**src/rtl/vag_pkg.sv**
```systemverilog
package vag_pkg;
  typedef enum logic {
    VM_TEXT = 1'b0,
    VM_GFX  = 1'b1
  } vmode_e;

  localparam int unsigned ADDR_W = 14;
  localparam int unsigned LIN_W  = ADDR_W - 1;
endpackage

```
**src/rtl/vag_hcount.sv**
```systemverilog
module vag_hcount import vag_pkg::*; #(
  parameter int unsigned TEXT_COLS = 80,
  parameter int unsigned GFX_COLS  = 40,
  parameter int unsigned H_BLANK   = 16,
  parameter int unsigned HPOS_W    = 8
) (
  input  logic              clk_i,
  input  logic              rst_ni,
  input  vmode_e            mode_i,
  output logic [HPOS_W-1:0] hpos_o,
  output logic              h_vis_o,
  output logic              hpos_zero_o,
  output logic              line_end_o
);
  localparam logic [HPOS_W-1:0] TEXT_VIS = HPOS_W'(2 * TEXT_COLS);
  localparam logic [HPOS_W-1:0] GFX_VIS  = HPOS_W'(2 * GFX_COLS);
  localparam logic [HPOS_W-1:0] HB_LEN   = HPOS_W'(H_BLANK);

  logic [HPOS_W-1:0] hpos_q, vis_len, last_pos;

  always_comb begin
    vis_len  = (mode_i == VM_GFX) ? GFX_VIS : TEXT_VIS;
    last_pos = vis_len + HB_LEN - HPOS_W'(1);
  end

  always_ff @(posedge clk_i or negedge rst_ni) begin
    if (!rst_ni)         hpos_q <= '0;
    else if (line_end_o) hpos_q <= '0;
    else                 hpos_q <= hpos_q + HPOS_W'(1);
  end

  assign hpos_o      = hpos_q;
  assign h_vis_o     = hpos_q < vis_len;
  assign hpos_zero_o = hpos_q == '0;
  assign line_end_o  = hpos_q == last_pos;

  AST_HPOS_BOUND: assert property (@(posedge clk_i) disable iff (!rst_ni)
    hpos_q <= last_pos);
endmodule

```
**src/rtl/vag_vcount.sv**
```systemverilog
module vag_vcount import vag_pkg::*; #(
  parameter int unsigned TEXT_COLS = 80,
  parameter int unsigned GFX_COLS  = 40,
  parameter int unsigned TEXT_SCAN = 8,
  parameter int unsigned GFX_SCAN  = 2,
  parameter int unsigned VIS_LINES = 200,
  parameter int unsigned V_BLANK   = 4,
  parameter int unsigned LINE_W    = 8,
  parameter int unsigned SCAN_W    = 3
) (
  input  logic              clk_i,
  input  logic              rst_ni,
  input  vmode_e            mode_req_i,
  input  logic              hpos_zero_i,
  input  logic              line_end_i,
  output vmode_e            mode_o,
  output logic              v_vis_o,
  output logic              frame_start_o,
  output logic [SCAN_W-1:0] scan_o,
  output logic [LIN_W-1:0]  base_o
);
  localparam logic [LINE_W-1:0] LAST_LINE = LINE_W'(VIS_LINES + V_BLANK - 1);
  localparam logic [LINE_W-1:0] VIS_LEN   = LINE_W'(VIS_LINES);
  localparam logic [LIN_W-1:0]  TEXT_STEP = LIN_W'(2 * TEXT_COLS);
  localparam logic [LIN_W-1:0]  GFX_STEP  = LIN_W'(2 * GFX_COLS);
  localparam logic [SCAN_W-1:0] TEXT_LAST = SCAN_W'(TEXT_SCAN - 1);
  localparam logic [SCAN_W-1:0] GFX_LAST  = SCAN_W'(GFX_SCAN - 1);

  logic [LINE_W-1:0] line_q;
  logic [SCAN_W-1:0] scan_q, scan_last;
  logic [LIN_W-1:0]  base_q, row_step;
  vmode_e            mode_q;
  logic              frame_end;

  always_comb begin
    scan_last = (mode_q == VM_GFX) ? GFX_LAST : TEXT_LAST;
    row_step  = (mode_q == VM_GFX) ? GFX_STEP : TEXT_STEP;
    frame_end = line_end_i && (line_q == LAST_LINE);
  end

  always_ff @(posedge clk_i or negedge rst_ni) begin
    if (!rst_ni) begin
      line_q <= '0;
      scan_q <= '0;
      base_q <= '0;
      mode_q <= VM_TEXT;
    end else if (frame_end) begin
      line_q <= '0;
      scan_q <= '0;
      base_q <= '0;
      mode_q <= mode_req_i;  // pattern switches only here
    end else if (line_end_i) begin
      line_q <= line_q + LINE_W'(1);
      if (line_q < VIS_LEN) begin
        if (scan_q == scan_last) begin
          scan_q <= '0;
          base_q <= base_q + row_step;
        end else begin
          scan_q <= scan_q + SCAN_W'(1);
        end
      end
    end
  end

  assign mode_o        = mode_q;
  assign v_vis_o       = line_q < VIS_LEN;
  assign frame_start_o = (line_q == '0) && hpos_zero_i;
  assign scan_o        = scan_q;
  assign base_o        = base_q;

  AST_FS_SINGLE: assert property (@(posedge clk_i) disable iff (!rst_ni)
    frame_start_o |=> !frame_start_o);
  AST_MODE_FRAME_ONLY: assert property (@(posedge clk_i) disable iff (!rst_ni)
    !frame_end |=> $stable(mode_q));
  AST_SCAN_BOUND: assert property (@(posedge clk_i) disable iff (!rst_ni)
    v_vis_o |-> scan_q <= scan_last);
endmodule

```
**src/rtl/vag_addr.sv**
```systemverilog
module vag_addr import vag_pkg::*; #(
  parameter int unsigned HPOS_W     = 8,
  parameter int unsigned SCAN_W     = 3,
  parameter int unsigned TEXT_BYTES = 4000,
  parameter int unsigned GFX_BYTES  = 8000
) (
  input  logic              clk_i,
  input  logic              rst_ni,
  input  vmode_e            mode_i,
  input  logic              de_i,
  input  logic [LIN_W-1:0]  base_i,
  input  logic [HPOS_W-1:0] hpos_i,
  input  logic [SCAN_W-1:0] scan_i,
  output logic [ADDR_W-1:0] addr_o,
  output logic              bsel_o
);
  logic [LIN_W-1:0]  lin;
  logic [ADDR_W-1:0] cur_addr, addr_q;

  always_comb begin
    lin = base_i + LIN_W'(hpos_i);
    // bitmap: scan LSB lands on the top address bit -> 8 KB bank per odd line
    cur_addr = (mode_i == VM_GFX) ? {scan_i[0], lin} : {1'b0, lin};
  end

  always_ff @(posedge clk_i or negedge rst_ni) begin
    if (!rst_ni)   addr_q <= '0;
    else if (de_i) addr_q <= cur_addr;
  end

  assign addr_o = de_i ? cur_addr : addr_q;
  assign bsel_o = addr_o[0];

  AST_ADDR_HOLD: assert property (@(posedge clk_i) disable iff (!rst_ni)
    !de_i |-> $stable(addr_o));
  AST_TEXT_SPAN: assert property (@(posedge clk_i) disable iff (!rst_ni)
    (de_i && mode_i == VM_TEXT) |-> addr_o < ADDR_W'(TEXT_BYTES));
  AST_GFX_SPAN: assert property (@(posedge clk_i) disable iff (!rst_ni)
    (de_i && mode_i == VM_GFX) |-> addr_o[LIN_W-1:0] < LIN_W'(GFX_BYTES));
endmodule

```
**src/rtl/video_addr_gen.sv**
```systemverilog
module video_addr_gen import vag_pkg::*; #(
  parameter int unsigned TEXT_COLS = 80,
  parameter int unsigned GFX_COLS  = 40,
  parameter int unsigned TEXT_SCAN = 8,
  parameter int unsigned GFX_SCAN  = 2,
  parameter int unsigned VIS_LINES = 200,
  parameter int unsigned H_BLANK   = 16,
  parameter int unsigned V_BLANK   = 4,
  localparam int unsigned SCAN_W   = (TEXT_SCAN > 1) ? $clog2(TEXT_SCAN) : 1
) (
  input  logic              clk_i,
  input  logic              rst_ni,
  input  logic              mode_i,
  output logic [ADDR_W-1:0] addr_o,
  output logic              bsel_o,
  output logic [SCAN_W-1:0] scan_o,
  output logic              de_o,
  output logic              frame_start_o
);
  localparam int unsigned HPOS_W     = $clog2(2 * TEXT_COLS + H_BLANK);
  localparam int unsigned LINE_W     = $clog2(VIS_LINES + V_BLANK);
  localparam int unsigned TEXT_BYTES = 2 * TEXT_COLS * (VIS_LINES / TEXT_SCAN);
  localparam int unsigned GFX_BYTES  = 2 * GFX_COLS * (VIS_LINES / GFX_SCAN);

  vmode_e            mode_act;
  logic [HPOS_W-1:0] hpos;
  logic              h_vis, hpos_zero, line_end, v_vis;
  logic [LIN_W-1:0]  base;

  vag_hcount #(
    .TEXT_COLS(TEXT_COLS), .GFX_COLS(GFX_COLS), .H_BLANK(H_BLANK), .HPOS_W(HPOS_W)
  ) u_hcount (
    .clk_i, .rst_ni, .mode_i(mode_act), .hpos_o(hpos), .h_vis_o(h_vis),
    .hpos_zero_o(hpos_zero), .line_end_o(line_end)
  );

  vag_vcount #(
    .TEXT_COLS(TEXT_COLS), .GFX_COLS(GFX_COLS), .TEXT_SCAN(TEXT_SCAN), .GFX_SCAN(GFX_SCAN),
    .VIS_LINES(VIS_LINES), .V_BLANK(V_BLANK), .LINE_W(LINE_W), .SCAN_W(SCAN_W)
  ) u_vcount (
    .clk_i, .rst_ni, .mode_req_i(vmode_e'(mode_i)), .hpos_zero_i(hpos_zero),
    .line_end_i(line_end), .mode_o(mode_act), .v_vis_o(v_vis),
    .frame_start_o(frame_start_o), .scan_o(scan_o), .base_o(base)
  );

  assign de_o = h_vis && v_vis;

  vag_addr #(
    .HPOS_W(HPOS_W), .SCAN_W(SCAN_W), .TEXT_BYTES(TEXT_BYTES), .GFX_BYTES(GFX_BYTES)
  ) u_addr (
    .clk_i, .rst_ni, .mode_i(mode_act), .de_i(de_o), .base_i(base), .hpos_i(hpos),
    .scan_i(scan_o), .addr_o(addr_o), .bsel_o(bsel_o)
  );
endmodule

```
**config.mk**
```make
export PLATFORM = sky130hd
export DESIGN_NAME = video_addr_gen
export DESIGN_NICKNAME = d
export VERILOG_FILES = /design/src/rtl/vag_pkg.sv /design/src/rtl/vag_hcount.sv /design/src/rtl/vag_vcount.sv /design/src/rtl/vag_addr.sv /design/src/rtl/video_addr_gen.sv
export SDC_FILE = /design/constraint.sdc
export NUM_CORES = 1
export LEC_CHECK = 0
export BUFFER_PORTS_ARGS = -buffer_cell sky130_fd_sc_hd__buf_2
export CAP_MARGIN = 10
export CORE_AREA = 2 2 95 97
export CTS_BUF_LIST = sky130_fd_sc_hd__clkbuf_8
export CTS_CLUSTER_DIAMETER = 150
export DETAILED_ROUTE_END_ITERATION = 10
export DIE_AREA = 0 0 97 99
export SETUP_SLACK_MARGIN = 0.02
export SYNTH_ARGS = -nofsm -noshare
export SYNTH_HDL_FRONTEND = slang
export SYNTH_SLANG_ARGS = --single-unit
```
**constraint.sdc**
```tcl
create_clock -name clk_i -period 2.7 [get_ports clk_i]
set_input_delay 0.81 -clock clk_i [delete_from_list [all_inputs] [get_ports clk_i]]
set_output_delay 0.81 -clock clk_i [all_outputs]
set_load 0.02 [all_outputs]
```
## After elaboration in Yosys (flattened, before gate mapping)

Index checks and enable logic that the tools add are counted.

- Register bits: 47
- Output and inout bits: 20
- Logic and storage cells: 44

- Reduce and logical (&&, ||, !) cells: 10
- Add/sub/neg operators: 7
- Order comparisons: 2
- Eq/ne operators: 3
- Muxes and demuxes: 16

Operators by type and width:

| kind | count |
|---|---|
| 13-bit 2-to-1 mux | 4 |
| 8-bit 2-to-1 mux | 5 |
| 14-bit 2-to-1 mux | 2 |
| 8-bit by 1-bit adder with 8-bit output (second input constant) | 2 |
| 8-bit zero test | 2 |
| 3-bit 2-to-1 mux | 5 |
| 13-bit adder | 1 |
| 13-bit by 8-bit adder with 13-bit output | 1 |
| 8-bit by 5-bit adder with 8-bit output (second input constant) | 1 |
| 8-bit == test | 1 |
| 8-bit == test (second input constant) | 1 |
| 8-bit less-than comparator | 1 |
| 8-bit less-than comparator (second input constant) | 1 |
| 8-bit by 1-bit subtractor with 8-bit output (second input constant) | 1 |
| 2-bit nonzero test | 3 |
| 3-bit by 1-bit adder with 3-bit output (second input constant) | 1 |
| 3-bit == test | 1 |
| 1-bit logical AND | 3 |
| 3-bit AND reduction | 1 |
| 2-bit AND reduction | 1 |

## Logic depth before layout (Yosys ltp)

Gate-level depths: netlist of run 1.

- Depth in word-level cells: 7
- Mapped depth: 8
- Mapped depth without buffers: 7

## Cells and area by module

From an unflattened synthesis of run 1, not the netlist that was laid out.

- Cells, all modules: 304
- Area total of the unflattened synthesis: 2,871.5 um^2

By module, submodules not included:

| module | seq. area each (um^2) | times used | cells each | area an instance (um^2) |
|---|---|---|---|---|
| vag_vcount | 525.5 | 1 | 146 | 1,381.3 |
| vag_addr | 350.3 | 1 | 107 | 1,011.0 |
| vag_hcount | 200.2 | 1 | 50 | 473.0 |
| video_addr_gen | 0.0 | 1 | 1 | 6.3 |

## Worst setup path after synthesis of run 1

No wires, ideal clock.

- Path kind: reg2out
- Start: register u_vcount.mode_q, in the netlist u_vcount.mode_o
- End: output addr_o[13]
- Arrival time: 2.106 ns
- Cell stages (with the launch flop): 8
- Path slack: -0.216 ns
- Path buffers: 1
- Required time: 1.890 ns
- Cell sequence: dfrtp_1 -> ha_1 -> nor2b_1 -> o211ai_1 -> nand3_2 -> inv_1 -> buf_4 -> mux2i_1

- Cells in the longest elaborated chain, start to end: 4

RTL lines:

| what | RTL line | text |
|---|---|---|
| start, declared | vag_vcount.sv:32 | `vmode_e mode_q;` |
| start signal, assigned | vag_vcount.sv:51 | `mode_q <= mode_req_i;` |
| 8-bit 2-to-1 mux | vag_hcount.sv:22 | `vis_len = (mode_i == VM_GFX) ? GFX_VIS : TEXT_VIS;` |
| 8-bit less-than comparator | vag_hcount.sv:33 | `assign h_vis_o = hpos_q < vis_len;` |
| 1-bit logical AND | video_addr_gen.sv:46 | `assign de_o = h_vis && v_vis;` |
| net de_o | video_addr_gen.sv:17 | `output logic de_o,` |
| 14-bit 2-to-1 mux | n/a |  |
| end, declared | video_addr_gen.sv:14 | `output logic [ADDR_W-1:0] addr_o,` |

The timed path passes the listed nets, and every way through them passes these cells.

## Worst setup path in the final report of run 1

- Start: register u_vcount.mode_q, in the netlist u_vcount.mode_o
- End: output addr_o[5]

- Cells in the longest elaborated chain, start to end: 4

RTL lines:

| what | RTL line |
|---|---|
| 8-bit 2-to-1 mux | vag_hcount.sv:22 |
| 8-bit less-than comparator | vag_hcount.sv:33 |
| 1-bit logical AND | video_addr_gen.sv:46 |
| 14-bit 2-to-1 mux | n/a |

Every way passes these cells.

==> impl_metrics.yaml, run 1 <==
outcome:
  status: "finished with violations"
  violations: "setup timing"
cts:
  cts_sinks: 43
  cts_made_buffers: 5
  h-tree-depth: 2
  cts_tree: "yes"
  clockRootBuffer: "clkbuf_8"
  path_clk_slew_ns: 0.09
  clkLatencyLatePin_ns: 0.30
  clockBufferDepth: 2
worst_setup_path:
  cp_max_fo: 5
  reg2reg_slack_ns: 0.30
  worstReg2RegEnd: "u_vcount.base_o[8]"
  r2r-start: "u_vcount.mode_o"
  critPathCaptureType: "output pin"
  worst_r2r_path_depth: 8
  arrival_ns: 2.21
  critPathLaunchType: "register"
  cp.required_ns: 1.89
  critPathKind: "reg2out"
floorplan:
  rows: 34
  top_level_ports: 23
  coreArea_um2: 8550
  die_y_um: 99
  die_area_um2: 9600
  start_util: 0.297
  die_x_um: 97
layout:
  final_cells: 410
  final_util: 0.411
  fin_area_um2: 3520
  syn2layout_area_growth_pct: 38.7
  layout-drive-gt1-share: 0.391
  final_common_cell: "dfrtp_1"
  multi_input_area_um2: 1600
  final_cell_mix: "41 x dfrtp_1, 34 x buf_4, 19 x buf_6, 16 x nor2_1, 15 x nand2_1"
  regArea_um2: 1080
  nets: 322
  antenna_cells: 0
  nFillCells: 809
place:
  dpl.cell_count: 389
  portBuffers: 22
  gp_congestion: 0.803
  dp_slack_ns: -0.0329
  dpl.hpwl_mm: 4.39
  place_area_um2: 2990
global_route:
  grt_pass1_wl_mm: 10.9
  grt_use_total: 0.141
  first_global_vias: 2182
  antenna_found_initial: 0
  grt_max_degree: 27
  grt_remaining_overflow: 0
sta:
  grt_setup_unrepaired: "true"
  clock.fmax_mhz: 331
  final-setup-viol-count: 16
  slew_viol_final: 0
  fin_ws_ns: -0.322
  finalCritPeriodShare: 1.12
  period_needed_ns: 3.02
  hold-worst-slack_ns: 0.445
  finalHoldViolations: 0
  tightest_slew_ns: 0.512
  slew_headroom: 0.659
  clock_skew_ns: 0.00332
  final.setup.tns_ns: -4.05
pwr:
  netSwitchingFraction: 0.220
  max-vdd-ir-drop_uv: 160
  clock_power_share: 0.442
  pwr-share-seq: 0.544
  leakage_nw: 1.63
  powerDensity_nw_per_um2: 336
  power_frac_comb: 0.013
  fin_total_pwr_mw: 1.18
  total_switching_power_mw: 0.261
  p_int_mw: 0.921
synthesis:
  synth_simple_gate_area_frac: 0.185
  syn_inst: 239
  synth_area_um2: 2540
  ys_seq_area_frac: 0.424
  synth-xor-area-share: 0.0518
  synth_seq_cells: 43
  ys.flop_type: "dfrtp_1"
  synth_compound_area_frac: 0.130
  synth-adder-area-share: 0.0917
  synth_top_family_by_area: "simple AND/OR/NAND/NOR gates"
  synth_nets: 260
  synth_warnings: 0
  synth_cell_types: 50
  async_reset_ff_frac: 1.00
  avgSynthCellArea_um2: 10.6
  synth.mux.area_fraction: 0.0853
  synth_edf_count: 0
drt:
  vias: 2079
  ant_nets: 0
  drt_wl_total_mm: 6.72
  top_layer: "met4"
  drcViolationCount: 0
  wl_met3_um: 220
  wl_met2_mm: 3.42
  vias_per_cell: 5.07
  wl_per_cell_um: 16.4
  drt-met1-wl_mm: 3.03
  first_iter_violations: 91
  drtPass1Iterations: 4
job:
  maxCapViolations: 0
hold_path:
  hold_class: "in2async"
## timing repair
action,in CTS,in global routing
cloned,1,0
buffers inserted,11,5
gates resized for setup,37,29
hold buffers,0,0
setup endpoints to repair,16,17
pin swaps,6,10
## cells by family after synthesis
group / count (synthesis)
AOI/OAI and AO/OA: 42
DFF: 43
adders and majority gates: 18
buffers and inverters: 17
and+or+nand+nor: 84
muxes: 20
xor gates and xnor gates: 15
## metal layers
layer  global-route usage  up-vias
met5                    0        -
met4               0.0379        0
met3               0.0291        5
met2                0.241       37
met1                0.183     1036
li1                     -     1001
## power groups by stage
| stage | clock (mW) | sequential (mW) | combinational (mW) |
|---|---|---|---|
| finish | 0.522 | 0.643 | 0.0158 |
| global route | 0.569 | 0.644 | 0.0191 |
| CTS | 0.537 | 0.643 | 0.0169 |
| detailed placement | 0 | 0.656 | 0.0166 |
| global placement | 0 | 0.656 | 0.0163 |
| floorplan | 0 | 0.656 | 0.0000171 |
## registers in the layout (all words and copies together), names as in the netlist
register / flops
u_vcount.base_o: 9
u_hcount.hpos_o: 8
u_addr.addr_q: 14
u_vcount.scan_o: 3
u_vcount.line_q: 8
u_vcount.mode_o: 1
## cell usage after synthesis, types with 4 or more instances
cell       n  area [um2]
dfrtp_1   43        1080
ha_1      17         213
nor2_1    16        60.1
nand2_1   15        56.3
mux2_2    13         146
nand3_1   12        60.1
inv_1     10        37.5
xnor2_1    8        70.1
a21oi_1    7        35.0
a31oi_1    7        43.8
mux2i_1    7        70.1
o21ai_0    7        35.0
xor2_1     7        61.3
nand4_1    6        37.5
and3_1     5        31.3
nand2b_1   4        25.0
nor4_1     4        25.0
or2_2      4        25.0
## layout make-up
| cell class | count | share of cell area |
|---|---|---|
| clock buffers | 5 | 0.0196 |
| multi-input cells | 179 | 0.454 |
| flip-flops and latches | 43 | 0.307 |
| repair buffers | 62 | 0.157 |
| clock inverters | 3 | 0.0124 |
| well taps | 108 | 0.0384 |
| inverters | 10 | 0.0121 |
## worst max path at each step
stage	startpoint	end	slack (ns)	cells after the start
3_3_place_gp	u_vcount.mode_o	addr_o[5]	0.02	8
5_1_grt	u_vcount.mode_o	addr_o[5]	-0.39	8
2_1_floorplan	u_vcount.mode_o	addr_o[0]	-0.05	7
4_1_cts	u_vcount.mode_o	addr_o[0]	-0.32	8
3_5_place_dp	u_vcount.mode_o	addr_o[9]	-0.03	8
6_report	u_vcount.mode_o	addr_o[5]	-0.32	8
## critical path, cell delays in order, from the launching register on
cell	delay, ns
dfrtp_2	0.45
ha_4	0.25
nor2b_4	0.12
o211ai_1	0.24
nand3_2	0.16
clkinv_4	0.12
buf_12	0.13
mux2_4	0.31
buf_6	0.13
Power figures use the tool's default switching activity.
==> run 2: changes to the inputs <==
--- a/config.mk
+++ b/config.mk
@@ -5,13 +5,14 @@
 export SDC_FILE = /design/constraint.sdc
 export NUM_CORES = 1
 export LEC_CHECK = 0
+export ABC_AREA = 1
 export BUFFER_PORTS_ARGS = -buffer_cell sky130_fd_sc_hd__buf_2
 export CAP_MARGIN = 10
-export CORE_AREA = 2 2 95 97
+export CORE_AREA = 2 2 97 99
 export CTS_BUF_LIST = sky130_fd_sc_hd__clkbuf_8
 export CTS_CLUSTER_DIAMETER = 150
 export DETAILED_ROUTE_END_ITERATION = 10
-export DIE_AREA = 0 0 97 99
+export DIE_AREA = 0 0 99 101
 export SETUP_SLACK_MARGIN = 0.02
 export SYNTH_ARGS = -nofsm -noshare
 export SYNTH_HDL_FRONTEND = slang
==> impl_metrics.yaml, run 2 <==
outcome:
  status: "finished with violations"
  violations: "setup timing"
worst_setup_path:
  critPathLaunchType: "register"
  worstReg2RegEnd: "u_addr.addr_q[7]"
  critPathKind: "reg2out"
  arrival_ns: 2.00
  cp_max_fo: 6
  worst_r2r_path_depth: 16
  reg2reg_slack_ns: 0.09
  critPathCaptureType: "output pin"
  r2r-start: "u_vcount.mode_o"
  cp.required_ns: 1.89
floorplan:
  die_x_um: 99
  coreArea_um2: 8980
  top_level_ports: 23
  die_y_um: 101
  start_util: 0.289
  rows: 35
  die_area_um2: 10000
hold_path:
  hold_class: "in2async"
cts:
  cts_tree: "yes"
  clockBufferDepth: 2
  clkLatencyLatePin_ns: 0.29
  path_clk_slew_ns: 0.08
  clockRootBuffer: "clkbuf_8"
  h-tree-depth: 2
  hold_buffers: 0
  cts_sinks: 43
  cts_made_buffers: 5
synthesis:
  avgSynthCellArea_um2: 7.84
  synth_compound_area_frac: 0.0829
  synth-adder-area-share: 0.0897
  async_reset_ff_frac: 1.00
  synth_top_family_by_area: "simple AND/OR/NAND/NOR gates"
  synth_area_um2: 2590
  ys_top_cells_by_area: "dfrtp_1 41%, nand2_1 13%, ha_1 8.2%"
  synth.mux.area_fraction: 0
  yosysTopAreaCell: "dfrtp_1"
  ys.flop_type: "dfrtp_1"
  synth_most_common_cell: "nand2_1"
  synth_top_area_frac: 0.415
  synth_seq_cells: 43
  ys_seq_area_frac: 0.415
  synth_warnings: 0
  syn_inst: 331
  synth_simple_gate_area_frac: 0.314
  synth_edf_count: 0
  synth_nets: 352
  ys_top_cells_by_count: "89 x nand2_1, 43 x dfrtp_1, 37 x inv_1, 36 x nand3_1, 24 x o21ai_0"
  synth_cell_types: 32
  synth-xor-area-share: 0.0270
global_route:
  antenna_found_initial: 0
  grt_max_degree: 24
  grt_remaining_overflow: 0
  grt_use_total: 0.128
  grt_pass1_wl_mm: 10.5
  first_global_vias: 2227
layout:
  multi_input_area_um2: 1540
  syn2layout_area_growth_pct: 35.0
  final_cell_mix: "69 x nand2_1, 40 x dfrtp_1, 35 x inv_1, 35 x nand3_1, 24 x buf_4"
  top_register: "u_addr.addr_q"
  nFillCells: 902
  largest_reg_flops: 14
  layout-drive-gt1-share: 0.299
  regArea_um2: 1080
  antenna_cells: 0
  nets: 405
  final_common_cell: "nand2_1"
drt:
  drtPass1Iterations: 4
  first_iter_violations: 141
  vias: 2295
  drt_wl_total_mm: 6.17
  vias_per_cell: 4.64
  wl_per_cell_um: 12.5
  drcViolationCount: 0
  ant_nets: 0
sta:
  clock_skew_ns: 0.00425
  clock.fmax_mhz: 356
  finalCritPeriodShare: 1.04
  period_needed_ns: 2.81
  final.setup.tns_ns: -1.12
  finalHoldViolations: 0
  slew_viol_final: 0
  final-setup-viol-count: 13
  slew_headroom: 0.667
  fin_ws_ns: -0.106
  grt_setup_unrepaired: "true"
  tightest_slew_ns: 0.500
job:
  maxCapViolations: 0
pwr:
  leakage_nw: 1.85
  powerDensity_nw_per_um2: 307
  max-vdd-ir-drop_uv: 148
place:
  gp_congestion: 0.892
  dpl.hpwl_mm: 4.28
  portBuffers: 22
  dp_slack_ns: 0.0576
run 2: cell types whose count changed in the layout (fill, tap and decap cells not counted), moves of 6 or more:
cell	change
nand2_4	+11
o21ai_2	+9
mux2_2	-6
mux2_4	-7
nor2_1	+6
inv_1	+27
buf_4	-10
o21ai_0	+10
nand2_2	+15
nor3_1	+7
nand3_1	+23
mux2i_1	-6
nand2_1	+54
run 2: worst max-delay path by stage:
stage / startpoint / to / slack [ns]
2_1_floorplan: u_vcount.mode_o / addr_o[1] / -0.03
3_3_place_gp: u_vcount.mode_o / addr_o[11] / 0.12
3_5_place_dp: u_vcount.mode_o / addr_o[10] / 0.06
4_1_cts: u_vcount.mode_o / addr_o[9] / -0.11
5_1_grt: u_vcount.mode_o / addr_o[12] / -0.19
6_report: u_vcount.mode_o / addr_o[12] / -0.11
run 2: through the flow:
stage	total power, mW	hold WS (ns)	utilization	cells	instance area [um2]
after floorplan	0.656	0.454	-	331	2600
after global placement	0.675	0.466	0.322	465	2890
after detailed placement	0.676	0.469	0.322	465	2890
after CTS	1.10	0.491	0.371	487	3330
after global routing	1.12	0.519	0.390	495	3500
final	1.07	0.477	0.390	495	3500
run 2: metal layers:
| metal | share of wire | routed length (um) | vias to the layer above | global-route usage |
|---|---|---|---|---|
| li1 | - | - | 1183 | - |
| met1 | 0.48 | 2950 | 1082 | 0.171 |
| met2 | 0.49 | 3030 | 26 | 0.219 |
| met3 | 0.021 | 128 | 4 | 0.0166 |
| met4 | 0.0099 | 61 | 0 | 0.0358 |
| met5 | 0 | 0 | - | 0 |
run 2: where the power goes:
part | switching [mW] | leakage (nW) | internal, mW
Combinational | 0.0136 | 1.24 | 0.00390
Clock | 0.213 | 0.0470 | 0.201
Sequential | 0 | 0.569 | 0.643
Total | 0.227 | 1.85 | 0.848
run 2: critical path, stage by stage (launching register included):
cell	delay, ns
dfrtp_2	0.49
ha_4	0.28
a21o_1	0.16
nor2_1	0.11
nand2_2	0.10
buf_12	0.16
buf_16	0.14
nand2_1	0.08
nand2_2	0.07
buf_6	0.13
run 2: area by class of cell:
class                   instances  area share
multi-input cells             243       0.438
flip-flops and latches         43       0.308
inverters                      39      0.0432
clock inverters                 1     0.00143
clock buffers                   6      0.0236
well taps                     111      0.0396
repair buffers                 52       0.146
run 2: repair_timing:
| item | 4_1_cts | 5_1_grt |
|---|---|---|
| pin swaps | 2 | 4 |
| setup endpoints to repair | 16 | 17 |
| resized for setup | 64 | 29 |
| gates cloned | 2 | 0 |
| hold endpoints to repair | 0 | 0 |
| setup buffers | 13 | 9 |
run 2: kinds of logic (layout without fill, tap and decap cells):
logic type | Yosys count | after routing
AND/OR/NAND/NOR | 177 | 177
buffers and inverters | 45 | 98
AO/OA/AOI/OAI | 40 | 40
flip-flops | 43 | 43
XOR/XNOR | 8 | 8
adder cells (fa/ha/maj) | 18 | 18
==> run 3: changes to the inputs <==
--- a/config.mk
+++ b/config.mk
@@ -8,12 +8,14 @@
 export ABC_AREA = 1
 export BUFFER_PORTS_ARGS = -buffer_cell sky130_fd_sc_hd__buf_2
 export CAP_MARGIN = 10
-export CORE_AREA = 2 2 97 99
+export CORE_AREA = 2 2 105 107
 export CTS_BUF_LIST = sky130_fd_sc_hd__clkbuf_8
 export CTS_CLUSTER_DIAMETER = 150
 export DETAILED_ROUTE_END_ITERATION = 10
-export DIE_AREA = 0 0 99 101
+export DIE_AREA = 0 0 107 109
+export REMOVE_ABC_BUFFERS = 1
 export SETUP_SLACK_MARGIN = 0.02
 export SYNTH_ARGS = -nofsm -noshare
 export SYNTH_HDL_FRONTEND = slang
+export SYNTH_HIERARCHICAL = 1
 export SYNTH_SLANG_ARGS = --single-unit
==> impl_metrics.yaml, run 3 <==
layout:
  top_register: "u_addr/addr_q"
  largest_reg_flops: 14
  layout-drive-gt1-share: 0.257
  final_cells: 626
  syn2layout_area_growth_pct: 25.0
  final_cell_mix: "143 x nand2_1, 49 x inv_1, 39 x nor2_1, 39 x dfrtp_1, 31 x nand3_1"
  antenna_cells: 0
  final_common_cell: "nand2_1"
  fin_area_um2: 3880
  nFillCells: 1116
  nets: 512
hold_path:
  hold_class: "in2async"
synthesis:
  synth_edf_count: 0
  ys.flop_type: "dfrtp_1"
  synth_seq_cells: 43
  synth_area_um2: 3110
  async_reset_ff_frac: 1.00
  ys_top_cells_by_area: "dfrtp_1 35%, nand2_1 19%, ha_1 8.5%"
  avgSynthCellArea_um2: 7.00
  synth_warnings: 6
  yosysTopAreaCell: "dfrtp_1"
  syn_inst: 444
  ys_seq_area_frac: 0.346
  synth_most_common_cell: "nand2_1"
  synth_cell_types: 32
  ys_top_cells_by_count: "156 x nand2_1, 52 x inv_1, 43 x dfrtp_1, 40 x nor2_1, 32 x nand3_1"
  synth_top_area_frac: 0.346
global_route:
  grt_pass1_wl_mm: 12.2
  antenna_found_initial: 0
  grt_use_total: 0.129
  first_global_vias: 2688
  grt_max_degree: 22
  grt_remaining_overflow: 0
sta:
  fin_ws_ns: -0.111
  finalCritPeriodShare: 1.04
  slew_viol_final: 0
  period_needed_ns: 2.81
  finalHoldViolations: 0
  clock.fmax_mhz: 356
  clock_skew_ns: 0.00934
  final-setup-viol-count: 14
  grt_setup_unrepaired: "true"
cts:
  clkLatencyLatePin_ns: 0.29
  clockRootBuffer: "clkbuf_8"
  cts_made_buffers: 5
  hold_buffers: 0
  cts_sinks: 43
  cts_tree: "yes"
  path_clk_slew_ns: 0.09
  h-tree-depth: 2
  clockBufferDepth: 2
floorplan:
  top_level_ports: 23
  die_area_um2: 11700
  die_y_um: 109
  die_x_um: 107
  start_util: 0.293
  rows: 38
  coreArea_um2: 10600
worst_setup_path:
  critPathLaunchType: "register"
  arrival_ns: 2.00
  r2r-start: "u_vcount/mode_o"
  cp.required_ns: 1.89
  critPathKind: "reg2out"
  startpoint: "u_vcount/mode_o"
  critPathCaptureType: "output pin"
  cp_max_fo: 7
drt:
  wl_per_cell_um: 11.4
  first_iter_violations: 103
  drtPass1Iterations: 4
  vias_per_cell: 4.54
  vias: 2845
  drt_wl_total_mm: 7.15
  drcViolationCount: 0
  ant_nets: 0
place:
  dpl.hpwl_mm: 5.51
  portBuffers: 22
  gp_congestion: 0.785
  dpl.cell_count: 611
  dp_slack_ns: 0.00121
  place_area_um2: 3420
job:
  maxCapViolations: 0
outcome:
  violations: "setup timing"
  status: "finished with violations"
pwr:
  powerDensity_nw_per_um2: 293
  max-vdd-ir-drop_uv: 186
  leakage_nw: 1.96
  fin_total_pwr_mw: 1.14
==> run 3: cell count changes after synthesis, moves of 4 or more <==
| cell | previous run | this run |
|---|---|---|
| buf_4 | 1 | 5 |
| ha_1 | 17 | 21 |
| inv_1 | 37 | 52 |
| inv_2 | 1 | 8 |
| nand2_1 | 89 | 156 |
| nand2_2 | 3 | 10 |
| nand3_1 | 36 | 32 |
| nor2_1 | 22 | 40 |
| nor2_2 | 1 | 7 |
| o21ai_0 | 24 | 9 |
| o21ai_1 | 1 | 6 |
==> run 3: per-layer routing <==
| metal | track usage | vias up | share of wire |
|---|---|---|---|
| met2 | 0.222 | 40 | 0.48 |
| met5 | 0 | - | 0 |
| li1 | - | 1471 | - |
| met4 | 0.0288 | 0 | 0.0077 |
| met3 | 0.0275 | 4 | 0.035 |
| met1 | 0.168 | 1330 | 0.48 |
==> run 3: what timing repair did <==
action,CTS,global route
pin swaps,12,7
cloned,1,0
buffers inserted,3,4
setup endpoints to repair,17,17
gates resized for setup,66,20
==> run 3: area by class of cell <==
| cell class | instances | area (um2) | share of cell area |
|---|---|---|---|
| clock inverter | 1 | 5.00 | 0.00129 |
| timing repair buffer | 40 | 363 | 0.0934 |
| tap | 140 | 175 | 0.0451 |
| multi-input combinational | 336 | 1950 | 0.502 |
| sequential | 43 | 1080 | 0.278 |
| clock buffer | 6 | 82.6 | 0.0213 |
| inverter | 60 | 228 | 0.0586 |
==> run 3: report_power, final <==
part | internal (mW) | switching [mW]
logic | 0.0277 | 0.0444
registers | 0.647 | 0.000934
clock network | 0.201 | 0.217
total | 0.875 | 0.263
==> run 3: through the flow <==
step / hold slack [ns] / utilization / TNS (ns)
final: 0.463 / 0.366 / -0.713
after global placement: 0.460 / 0.322 / 0
after CTS: 0.474 / 0.356 / -0.589
after detailed placement: 0.461 / 0.322 / 0
after global routing: 0.496 / 0.366 / -2.91
after floorplan: 0.474 / - / -2.21
==> run 3: logic make-up after synthesis <==
family / count (synthesis) / share of synthesized area
AOI/OAI and AO/OA: 31 / 0.0584
other: 1 / 0.00121
adders and majority gates: 23 / 0.0974
and+or+nand+nor: 271 / 0.385
buffers and inverters: 68 / 0.0922
DFF: 43 / 0.346
xor gates and xnor gates: 7 / 0.0197
==> run 3: worst paths after layout <==
kind / to / slack [ns] / cells past startpoint
worst max-delay path: addr_o[13] / -0.11 / 10
worst min-delay path: u_hcount/hpos_o[2] / 0.46 / 1
worst max register to register: u_vcount/base_o[11] / 0.53 / 12
worst min register to register: u_addr/addr_q[1] / 0.49 / 2
max in group asynchronous: u_vcount/mode_o / 1.67 / 2
min in group clk_i: u_addr/addr_q[1] / 0.49 / 2
==> run 3: worst max-delay path: stages (launching register included) <==
cell	delay, ns
dfrtp_2	0.48
ha_4	0.26
a21oi_2	0.11
o21a_1	0.13
nand2_1	0.06
inv_2	0.11
buf_6	0.16
buf_6	0.11
nand3_2	0.06
nand2_2	0.11
buf_6	0.12
